--- src/rtl/hclkw_pkg.sv ---
package hclkw_pkg;

    typedef enum logic [1:0] {
        ST_PIXEL       = 2'd0,
        ST_BLANK_PLAIN = 2'd1,
        ST_BLANK_WIDE  = 2'd2
    } hclkw_state_e;

endpackage

--- src/rtl/hclkw_cfg.sv ---
module hclkw_cfg #(
    parameter int CTRL_W  = 8,
    parameter int WID_LSB = 4,
    parameter int WID_W   = 4,
    parameter int MODE_W  = 2,
    parameter int CNT_W   = WID_W + 1
) (
    input  logic              clk_i,
    input  logic              rst_ni,
    input  logic              load_i,
    input  logic [CTRL_W-1:0] ctrl_i,
    input  logic [MODE_W-1:0] mode_i,
    output logic              widen_ok_o,
    output logic [CNT_W-1:0]  lim_o
);
    localparam logic [MODE_W-1:0] FIRST_NO_WIDE_MODE = MODE_W'(2);

    logic [WID_W-1:0] width_w;
    logic             mode_ok_w;
    logic [CNT_W-1:0] lim_q;

    assign width_w    = ctrl_i[WID_LSB +: WID_W];
    assign mode_ok_w  = (mode_i < FIRST_NO_WIDE_MODE);
    assign widen_ok_o = mode_ok_w && (width_w != '0);

    // the stored limit is the last count of a half-period: 2N-1
    always_ff @(posedge clk_i or negedge rst_ni) begin
        if (!rst_ni) begin
            lim_q <= '0;
        end else if (load_i) begin
            lim_q <= {width_w, 1'b0} - CNT_W'(1);
        end
    end

    assign lim_o = lim_q;

endmodule

--- src/rtl/hclkw_half_cnt.sv ---
module hclkw_half_cnt #(
    parameter int CNT_W = 5
) (
    input  logic             clk_i,
    input  logic             rst_ni,
    input  logic             clr_i,
    input  logic             run_i,
    input  logic [CNT_W-1:0] lim_i,
    output logic             done_o
);
    logic [CNT_W-1:0] cnt_q;

    always_ff @(posedge clk_i or negedge rst_ni) begin
        if (!rst_ni) begin
            cnt_q <= '0;
        end else if (clr_i) begin
            cnt_q <= '0;
        end else if (run_i) begin
            if (cnt_q == lim_i) begin
                cnt_q <= '0;
            end else begin
                cnt_q <= cnt_q + CNT_W'(1);
            end
        end
    end

    assign done_o = (cnt_q == lim_i);


    cnt_in_range_chk: assert property (@(posedge clk_i) disable iff (!rst_ni)
        run_i |-> (cnt_q <= lim_i));

endmodule

--- src/rtl/hclkw_fsm.sv ---
module hclkw_fsm
    import hclkw_pkg::*;
(
    input  logic         clk_i,
    input  logic         rst_ni,
    input  logic         blank_i,
    input  logic         widen_ok_i,
    input  logic         done_i,
    output hclkw_state_e state_o,
    output logic         load_o,
    output logic         clr_o,
    output logic         run_o,
    output logic         toggle_o
);
    hclkw_state_e state_q;
    hclkw_state_e state_d;

    always_ff @(posedge clk_i or negedge rst_ni) begin
        if (!rst_ni) begin
            state_q <= ST_PIXEL;
        end else begin
            state_q <= state_d;
        end
    end

    always_comb begin
        state_d  = state_q;
        load_o   = 1'b0;
        clr_o    = 1'b0;
        run_o    = 1'b0;
        toggle_o = 1'b0;
        unique case (state_q)
            ST_PIXEL: begin
                toggle_o = 1'b1;
                if (blank_i) begin
                    load_o = 1'b1;
                    if (widen_ok_i) begin
                        clr_o   = 1'b1;
                        state_d = ST_BLANK_WIDE;    // ENTER_WIDE
                    end else begin
                        state_d = ST_BLANK_PLAIN;   // ENTER_PLAIN
                    end
                end
            end
            ST_BLANK_PLAIN: begin
                toggle_o = 1'b1;
                if (!blank_i) begin
                    state_d = ST_PIXEL;             // LEAVE_PLAIN
                end
            end
            ST_BLANK_WIDE: begin
                if (!blank_i) begin
                    toggle_o = 1'b1;                // exit wins over terminal count
                    state_d  = ST_PIXEL;            // LEAVE_WIDE
                end else begin
                    run_o    = 1'b1;
                    toggle_o = done_i;
                end
            end
            default: begin
                state_d = ST_PIXEL;
            end
        endcase
    end

    assign state_o = state_q;

endmodule

--- src/rtl/hclkw_phase.sv ---
module hclkw_phase (
    input  logic clk_i,
    input  logic rst_ni,
    input  logic toggle_i,
    output logic ph_a_o,
    output logic ph_b_o
);
    logic ph_q;

    always_ff @(posedge clk_i or negedge rst_ni) begin
        if (!rst_ni) begin
            ph_q <= 1'b0;
        end else if (toggle_i) begin
            ph_q <= ~ph_q;
        end
    end

    assign ph_a_o = ph_q;
    assign ph_b_o = ~ph_q;

endmodule

--- src/rtl/hclk_wide_gen.sv ---
module hclk_wide_gen
    import hclkw_pkg::*;
#(
    parameter int CTRL_W  = 8,
    parameter int WID_LSB = 4,
    parameter int WID_W   = 4,
    parameter int MODE_W  = 2
) (
    input  logic              clk_i,
    input  logic              rst_ni,
    input  logic              blank_i,
    input  logic [MODE_W-1:0] mode_i,
    input  logic [CTRL_W-1:0] ctrl_i,
    output logic              hc_a_o,
    output logic              hc_b_o
);
    localparam int CNT_W = WID_W + 1;

    hclkw_state_e     state_w;
    logic             load_w;
    logic             clr_w;
    logic             run_w;
    logic             toggle_w;
    logic             widen_ok_w;
    logic             done_w;
    logic [CNT_W-1:0] lim_w;

    hclkw_cfg #(
        .CTRL_W  (CTRL_W),
        .WID_LSB (WID_LSB),
        .WID_W   (WID_W),
        .MODE_W  (MODE_W),
        .CNT_W   (CNT_W)
    ) cfg_i (
        .clk_i      (clk_i),
        .rst_ni     (rst_ni),
        .load_i     (load_w),
        .ctrl_i     (ctrl_i),
        .mode_i     (mode_i),
        .widen_ok_o (widen_ok_w),
        .lim_o      (lim_w)
    );

    hclkw_half_cnt #(
        .CNT_W (CNT_W)
    ) cnt_i (
        .clk_i  (clk_i),
        .rst_ni (rst_ni),
        .clr_i  (clr_w),
        .run_i  (run_w),
        .lim_i  (lim_w),
        .done_o (done_w)
    );

    hclkw_fsm fsm_i (
        .clk_i      (clk_i),
        .rst_ni     (rst_ni),
        .blank_i    (blank_i),
        .widen_ok_i (widen_ok_w),
        .done_i     (done_w),
        .state_o    (state_w),
        .load_o     (load_w),
        .clr_o      (clr_w),
        .run_o      (run_w),
        .toggle_o   (toggle_w)
    );

    hclkw_phase phase_i (
        .clk_i    (clk_i),
        .rst_ni   (rst_ni),
        .toggle_i (toggle_w),
        .ph_a_o   (hc_a_o),
        .ph_b_o   (hc_b_o)
    );


    pixel_rate_chk: assert property (@(posedge clk_i) disable iff (!rst_ni)
        (state_w == ST_PIXEL && !blank_i) |=> (hc_a_o != $past(hc_a_o)));


    zero_width_chk: assert property (@(posedge clk_i) disable iff (!rst_ni)
        (state_w == ST_PIXEL && blank_i && ctrl_i[WID_LSB +: WID_W] == '0)
        |=> (state_w == ST_BLANK_PLAIN));


    mode_suppress_chk: assert property (@(posedge clk_i) disable iff (!rst_ni)
        (state_w == ST_PIXEL && blank_i && mode_i >= MODE_W'(2))
        |=> (state_w == ST_BLANK_PLAIN));


    wide_hold_chk: assert property (@(posedge clk_i) disable iff (!rst_ni)
        (state_w == ST_BLANK_WIDE && blank_i && !done_w) |=> $stable(hc_a_o));


    lim_frozen_chk: assert property (@(posedge clk_i) disable iff (!rst_ni)
        (state_w == ST_BLANK_WIDE) |=> $stable(lim_w));


    wide_exit_chk: assert property (@(posedge clk_i) disable iff (!rst_ni)
        (state_w == ST_BLANK_WIDE && !blank_i)
        |=> (state_w == ST_PIXEL && hc_a_o != $past(hc_a_o)));

endmodule

--- config.mk ---
export PLATFORM = sky130hd
export DESIGN_NAME = hclk_wide_gen
export DESIGN_NICKNAME = d
export VERILOG_FILES = /design/src/rtl/hclkw_pkg.sv /design/src/rtl/hclkw_cfg.sv /design/src/rtl/hclkw_half_cnt.sv /design/src/rtl/hclkw_fsm.sv /design/src/rtl/hclkw_phase.sv /design/src/rtl/hclk_wide_gen.sv
export SDC_FILE = /design/constraint.sdc
export NUM_CORES = 1
export LEC_CHECK = 0
export BUFFER_PORTS_ARGS = -buffer_cell sky130_fd_sc_hd__buf_2
export CORE_MARGIN = 3
export CORE_UTILIZATION = 35
export CTS_BUF_LIST = sky130_fd_sc_hd__clkbuf_8
export DETAILED_ROUTE_END_ITERATION = 8
export PLACE_DENSITY = 0.58
export SYNTH_ARGS = -nofsm -noshare
export SYNTH_HDL_FRONTEND = slang
export SYNTH_SLANG_ARGS = --single-unit
--- constraint.sdc ---
create_clock -name clk_i -period 3.7 [get_ports clk_i]
set_clock_uncertainty 0.1 [all_clocks]
set_input_delay 0.185 -clock clk_i [delete_from_list [all_inputs] [get_ports clk_i]]
set_output_delay 0.185 -clock clk_i [all_outputs]
set_load 0.02 [all_outputs]
== Yosys cells after proc, flatten, opt, wreduce, memory -nomap -nowiden ==
Cells that the tools add are included.

* Bits of input ports: 13
* Output and inout bits: 2
* Memories: 0
* Flip-flop bits (word level): 13
* Memory bits (writable): 0
* Latch bits: 0
* Word-level logic and storage cells: 35
* ROM bits: 0

* Shift-type cells: 0
* Bitwise operators: 1
* Equal/unequal tests: 5
* $lt $le $gt $ge: 1
* Divide/modulo/power cells: 0
* Multipliers: 0
* Reductions and logical operators: 7
* Muxes and demuxes: 15
* $add $sub $neg: 2

{| class="wikitable"
|+ Operators by type and width
! operator !! number
|-
| two-way mux 5 bit || 3
|-
| two-way mux 1 bit || 7
|-
| two-way mux 2 bit || 3
|-
| adder 5 x 1 -> 5 bit (second input constant) || 1
|-
| == test 5 bit || 1
|-
| subtractor 5 x 1 -> 5 bit (second input constant) || 1
|-
| != test 2 bit (second input constant) || 2
|-
| case mux 2 bit (2 select lines) || 1
|-
| nonzero test 4 bit || 1
|-
| OR reduction 2 bit || 2
|-
| == test 2 x 1 -> 1 bit (second input constant) || 1
|-
| == test 2 bit (second input constant) || 1
|-
| logical NOT 2 bit || 1
|-
| less-than comparator 2 bit (second input constant) || 1
|-
| case mux 1 bit (2 select lines) || 1
|-
| AND reduction 2 bit || 1
|-
| nonzero test 2 bit || 1
|-
| logical AND 1 bit || 1
|-
| inverter 1 bit || 1
|}

== Depth between registers and ports, before layout ==
* Depth after elaboration: 6
* Depth in mapped cells: 6
* Gate-level depth less buffers: 6

== Hierarchy ==
Synthesis repeated with hierarchy kept, for this count alone.

* Cell total of the unflattened synthesis: 88
* Area, all modules: 854.6 µm²

{| class="wikitable"
|+ By module, submodules not included
! module !! sequential area each (µm²) !! cells an instance !! area an instance (µm²) !! times used
|-
| hclkw_half_cnt || 125.1 || 40 || 389.1 || 1
|-
| hclkw_cfg || 125.1 || 22 || 231.5 || 1
|-
| hclkw_fsm || 50.0 || 23 || 196.4 || 1
|-
| hclkw_phase || 25.0 || 3 || 37.5 || 1
|}

== Least setup slack after synthesis ==
OpenSTA, ideal clock, no wires.

* Kind: reg2reg
* Start: register fsm_i.state_q[1], in the netlist fsm_i.state_o[1]
* End: register phase_i.ph_q, in the netlist phase_i.ph_a_o
* Period minus slack after synthesis: 1558 ps
* Data arrival time: 1378 ps
* Data required time: 3520 ps
* Stages on the path, launching flop included: 5
* Setup time: 80 ps
* Path slack: 2142 ps
* Cells stage by stage: dfrtp_1 > ha_1 > or4b_4 > o22ai_2 > xnor2_1

* Word-level cells in the longest chain between the ends: 3

{| class="wikitable"
|+ RTL lines
! what !! line !! source
|-
| start: declaration || hclkw_fsm.sv:15 || <nowiki>hclkw_state_e state_q;</nowiki>
|-
| start signal: assignment || hclkw_fsm.sv:22 || <nowiki>state_q <= state_d;</nowiki>
|-
| == test 2 x 1 -> 1 bit or logical NOT 2 bit (tied branches) || hclkw_fsm.sv:32 || <nowiki>unique case (state_q)</nowiki>
|-
| OR reduction 2 bit (no line) || -- ||
|-
| case mux 1 bit (2 select lines) * || hclkw_fsm.sv:32 ||
|-
| end signal: assignment || hclkw_phase.sv:14 || <nowiki>ph_q <= ~ph_q;</nowiki>
|-
| end: declaration || hclkw_phase.sv:8 || <nowiki>logic ph_q;</nowiki>
|}

Every way passes the cells marked *; elsewhere a longest branch is shown, timed or not.
A chain may end at the register's enable or synchronous reset.

== Worst setup path after layout ==
* Start: register fsm_i.state_q[1], in the netlist fsm_i.state_o[1]
* End: register cnt_i.cnt_q[0]

* Word-level cells in the longest chain between the ends: 3

{| class="wikitable"
|+ RTL lines
! what !! line !! source
|-
| == test 2 bit or logical NOT 2 bit (tied branches) || hclkw_fsm.sv:32 ||
|-
| two-way mux 1 bit || hclkw_fsm.sv:32 ||
|-
| nonzero test 2 bit (no line) or two-way mux 5 bit (tied branches) || -- ||
|-
| end signal: assignment || hclkw_half_cnt.sv:22 || <nowiki>cnt_q <= cnt_q + CNT_W'(1);</nowiki>
|-
| end: declaration || hclkw_half_cnt.sv:11 || <nowiki>logic [CNT_W-1:0] cnt_q;</nowiki>
|}

Parallel ways exist; a longest one is shown, timed or not.

==> reports/qor.csv <==
stage;metric;value;unit
timing;fin_worst_hold_slack;0.0522;ns
finish;layout.cells.non_filler;125;
clocking;ctsRootBufferMaster;clkbuf_8;
drt;wl_per_cell;11.7;um
finish;antenna_cells;0;
floorplanning;placement_row_count;16;
global_routing;grt_first_pass_wirelength;2.54;mm
clocking;clk_lat_worst_skew;0.25;ns
drt;detail_route.first_pass.iterations;4;
yosys;synth_largest_type_area_fraction;39.9;%
timing;timing.final.crit_period;1.81;ns
floorplanning;core_area;0.00208;mm2
place;gp_routability_congestion;0.858;
place;buffer_ports.inserted;9;
min_path;hold_class;in2reg;
yosys;ys_seq_area_share;39.9;%
finish;seqCellArea;325;um2
global_routing;largest_net_degree_at_the_start_of_global_routing;14;
pwr;vdd_drop_max;0.000312;V
clocking;clkSlewWorstSetupHoldPaths;0.06;ns
setup_path;worst_ep_required_time;3.79;ns
timing;max_freq;553;MHz
floorplanning;design.die.area;0.00295;mm2
setup_path;ff2ff_path_depth;5;
timing;slew_violations;0;
yosys;synth.ff_latch_count;13;
drt;iteration_0_drc_count_of_the_detailed_router;8;
clocking;cts_tree;built;
finish;multiInputGateArea;457;um2
drt;ant_nets;0;
setup_path;endpoint_kind;flop;
floorplanning;die_x;54.3;um
finish;mostFrequentLayoutCells;dfrtp_1, nand2_1, buf_2, inv_1;
pwr;power;659;uW
clocking;cts-htree-levels;1;
drt;vias;618;
min_path;timing.hold.worst.start;ctrl_i[4];
pwr;power_density;696;mW/mm2
job;drv.max_cap_violation_count;0;
timing;setup_total_negative_slack;0;ns
setup_path;reg2reg_from;fsm_i.state_o[1];
yosys;post_synth_main_area_contributors;dfrtp_1, ha_1, xnor2_1;
setup_path;rrSetupSlack;1.89;ns
setup_path;worst-setup-path-type;reg2reg;
finish;area.growth.synth_to_final;16.1;%
yosys;yosys.area.top_type;dfrtp_1;
pwr;cellLeakagePower;0.000430;uW
setup_path;category_of_the_worst_setup_path_launch_point;flop;
yosys;synth.net_count;104;
drt;final_wirelength;1.46;mm
setup_path;timing.critical_path.arrival;1.90;ns
global_routing;grt_pass1_vias;609;
yosys;synth_cells;85;
timing;timing.final.hold_violations;0;
floorplanning;io-pin-count;15;
yosys;ys_types;29;
drt;drcViolationCount;0;
setup_path;critical_path.reg2reg.endpoint;cnt_i.cnt_q[0];
timing;rsz0062_at_grt;no;
finish;number_of_fill_cells;213;
timing;timing.max_slew.rel_slack;66.7;%
clocking;clock-sinks;13;
global_routing;track_usage;12.8;%
outcome;run_status;finished clean;
place;placed_cells;120;
yosys;netlist_area;816;um2
floorplanning;die_height;54.3;um
timing;worst_max_slew_pin_slew;0.500;ns
drt;post_drt_via_cell_ratio;4.94;
floorplanning;initial_utilization;39.2;%
clocking;cts_setup_buffers;0;
timing;setup_viol;0;
clocking;cts_max_path_buffers;2;
global_routing;grt_overflow_total;0;
yosys;yosys_warning_count;0;
timing;post-route-period-util;48.8;%
clocking;numCtsBuffers;3;
finish;layout.nets;118;
min_path;hold-path-cell-count;2;
finish;layout-drive-gt1-share;18.4;%
global_routing;antenna_violations_before_repair;0;
finish;layout.cells.most_common;dfrtp_1;
setup_path;critical_path_peak_fanout;6;
place;dpl.hpwl;1.14;mm
setup_path;setup.worst_path.end;cnt_i.cnt_q[0];
setup_path;worst_setup_path_startpoint;fsm_i.state_o[1];
yosys;avgSynthCellArea;9.60;um2
[power by group]
| part | switching, uW | internal, uW | total, uW |
|---|---|---|---|
| Combinational | 154 | 129 | 283 |
| Sequential | 51.6 | 197 | 249 |
| Clock | 52.8 | 74.4 | 127 |
[through the flow]
stage | cell area, um2 | worst slack (ns) | utilization [%]
4_1_cts | 947 | 1.89 | 45.5
3_5_place_dp | 891 | 1.89 | 42.8
3_3_place_gp | 891 | 1.93 | 42.8
6_report | 947 | 1.89 | 45.5
2_1_floorplan | 816 | 2.14 | -
5_1_grt | 947 | 1.75 | 45.5
[cells by family (layout without fill, tap and decap cells)]
group | after synthesis | after routing | share of synthesized area (%)
XOR/XNOR | 8 | 8 | 8.59
buffers and inverters | 9 | 22 | 4.14
flip-flops | 13 | 13 | 39.9
AND/OR/NAND/NOR | 27 | 27 | 17.2
AO/OA/AOI/OAI | 21 | 21 | 19.6
adder cells (fa/ha/maj) | 6 | 6 | 9.20
multiplexers | 1 | 1 | 1.38
[Yosys cell counts, drive strengths merged]
cell type  instances
a211oi             1
a21oi              1
a22o               2
a31oi              1
a32oi              1
and2               2
clkbuf             1
dfrtp             13
ha                 6
inv                8
mux2               1
nand2             12
nand2b             2
nand3              4
nor2               2
nor2b              1
nor3               1
o2111ai            1
o211ai             5
o21a               1
o21ai              5
o22ai              1
o2bb2ai            1
o32ai              1
or2                1
or3b               1
or4b               1
xnor2              6
xor2               2
[critical path, stage by stage, from the launching register on]
cell and delay, ns:
dfrtp_1 0.41, inv_1 0.08, ha_1 0.26, and2_1 0.20, a32oi_1 0.43, mux2_2 0.25
[area by class of cell]
cell class	count	area share, %
multi-input cells	63	48.2
flip-flops and latches	13	34.3
repair buffers	10	5.81
clock buffers	3	4.36
well taps	27	3.57
inverters	8	3.17
clock inverters	1	0.528
[sequential cells by signal, indices dropped and copies added, names as in the netlist]
name / flops
phase_i.ph_a_o: 1
cnt_i.cnt_q: 5
cfg_i.lim_o: 5
fsm_i.state_o: 2
[timing repair]
action,CTS,global route
hold buffers,1,0
endpoints found under the hold margin,13,0
gates resized for setup,0,0
endpoints found under the setup margin,0,0
[metal layers]
metal	track usage, %	vias up	routed length (um)
met1	13.4	270	694
met4	9.13	0	48
met3	6.27	6	96
met2	19.9	17	620
li1	-	325	-
met5	0	-	0
[how the worst min path moves through the flow]
stage / to / slack [ns]
floorplan: cfg_i.lim_o[0] / -0.21
global placement: phase_i.ph_a_o / -0.001
detailed placement: fsm_i.state_o[0] / -0.0007
CTS: cfg_i.lim_o[1] / 0.05
global route: cfg_i.lim_o[1] / 0.08
finish: cfg_i.lim_o[1] / 0.05
Power figures use the tool's default switching activity.
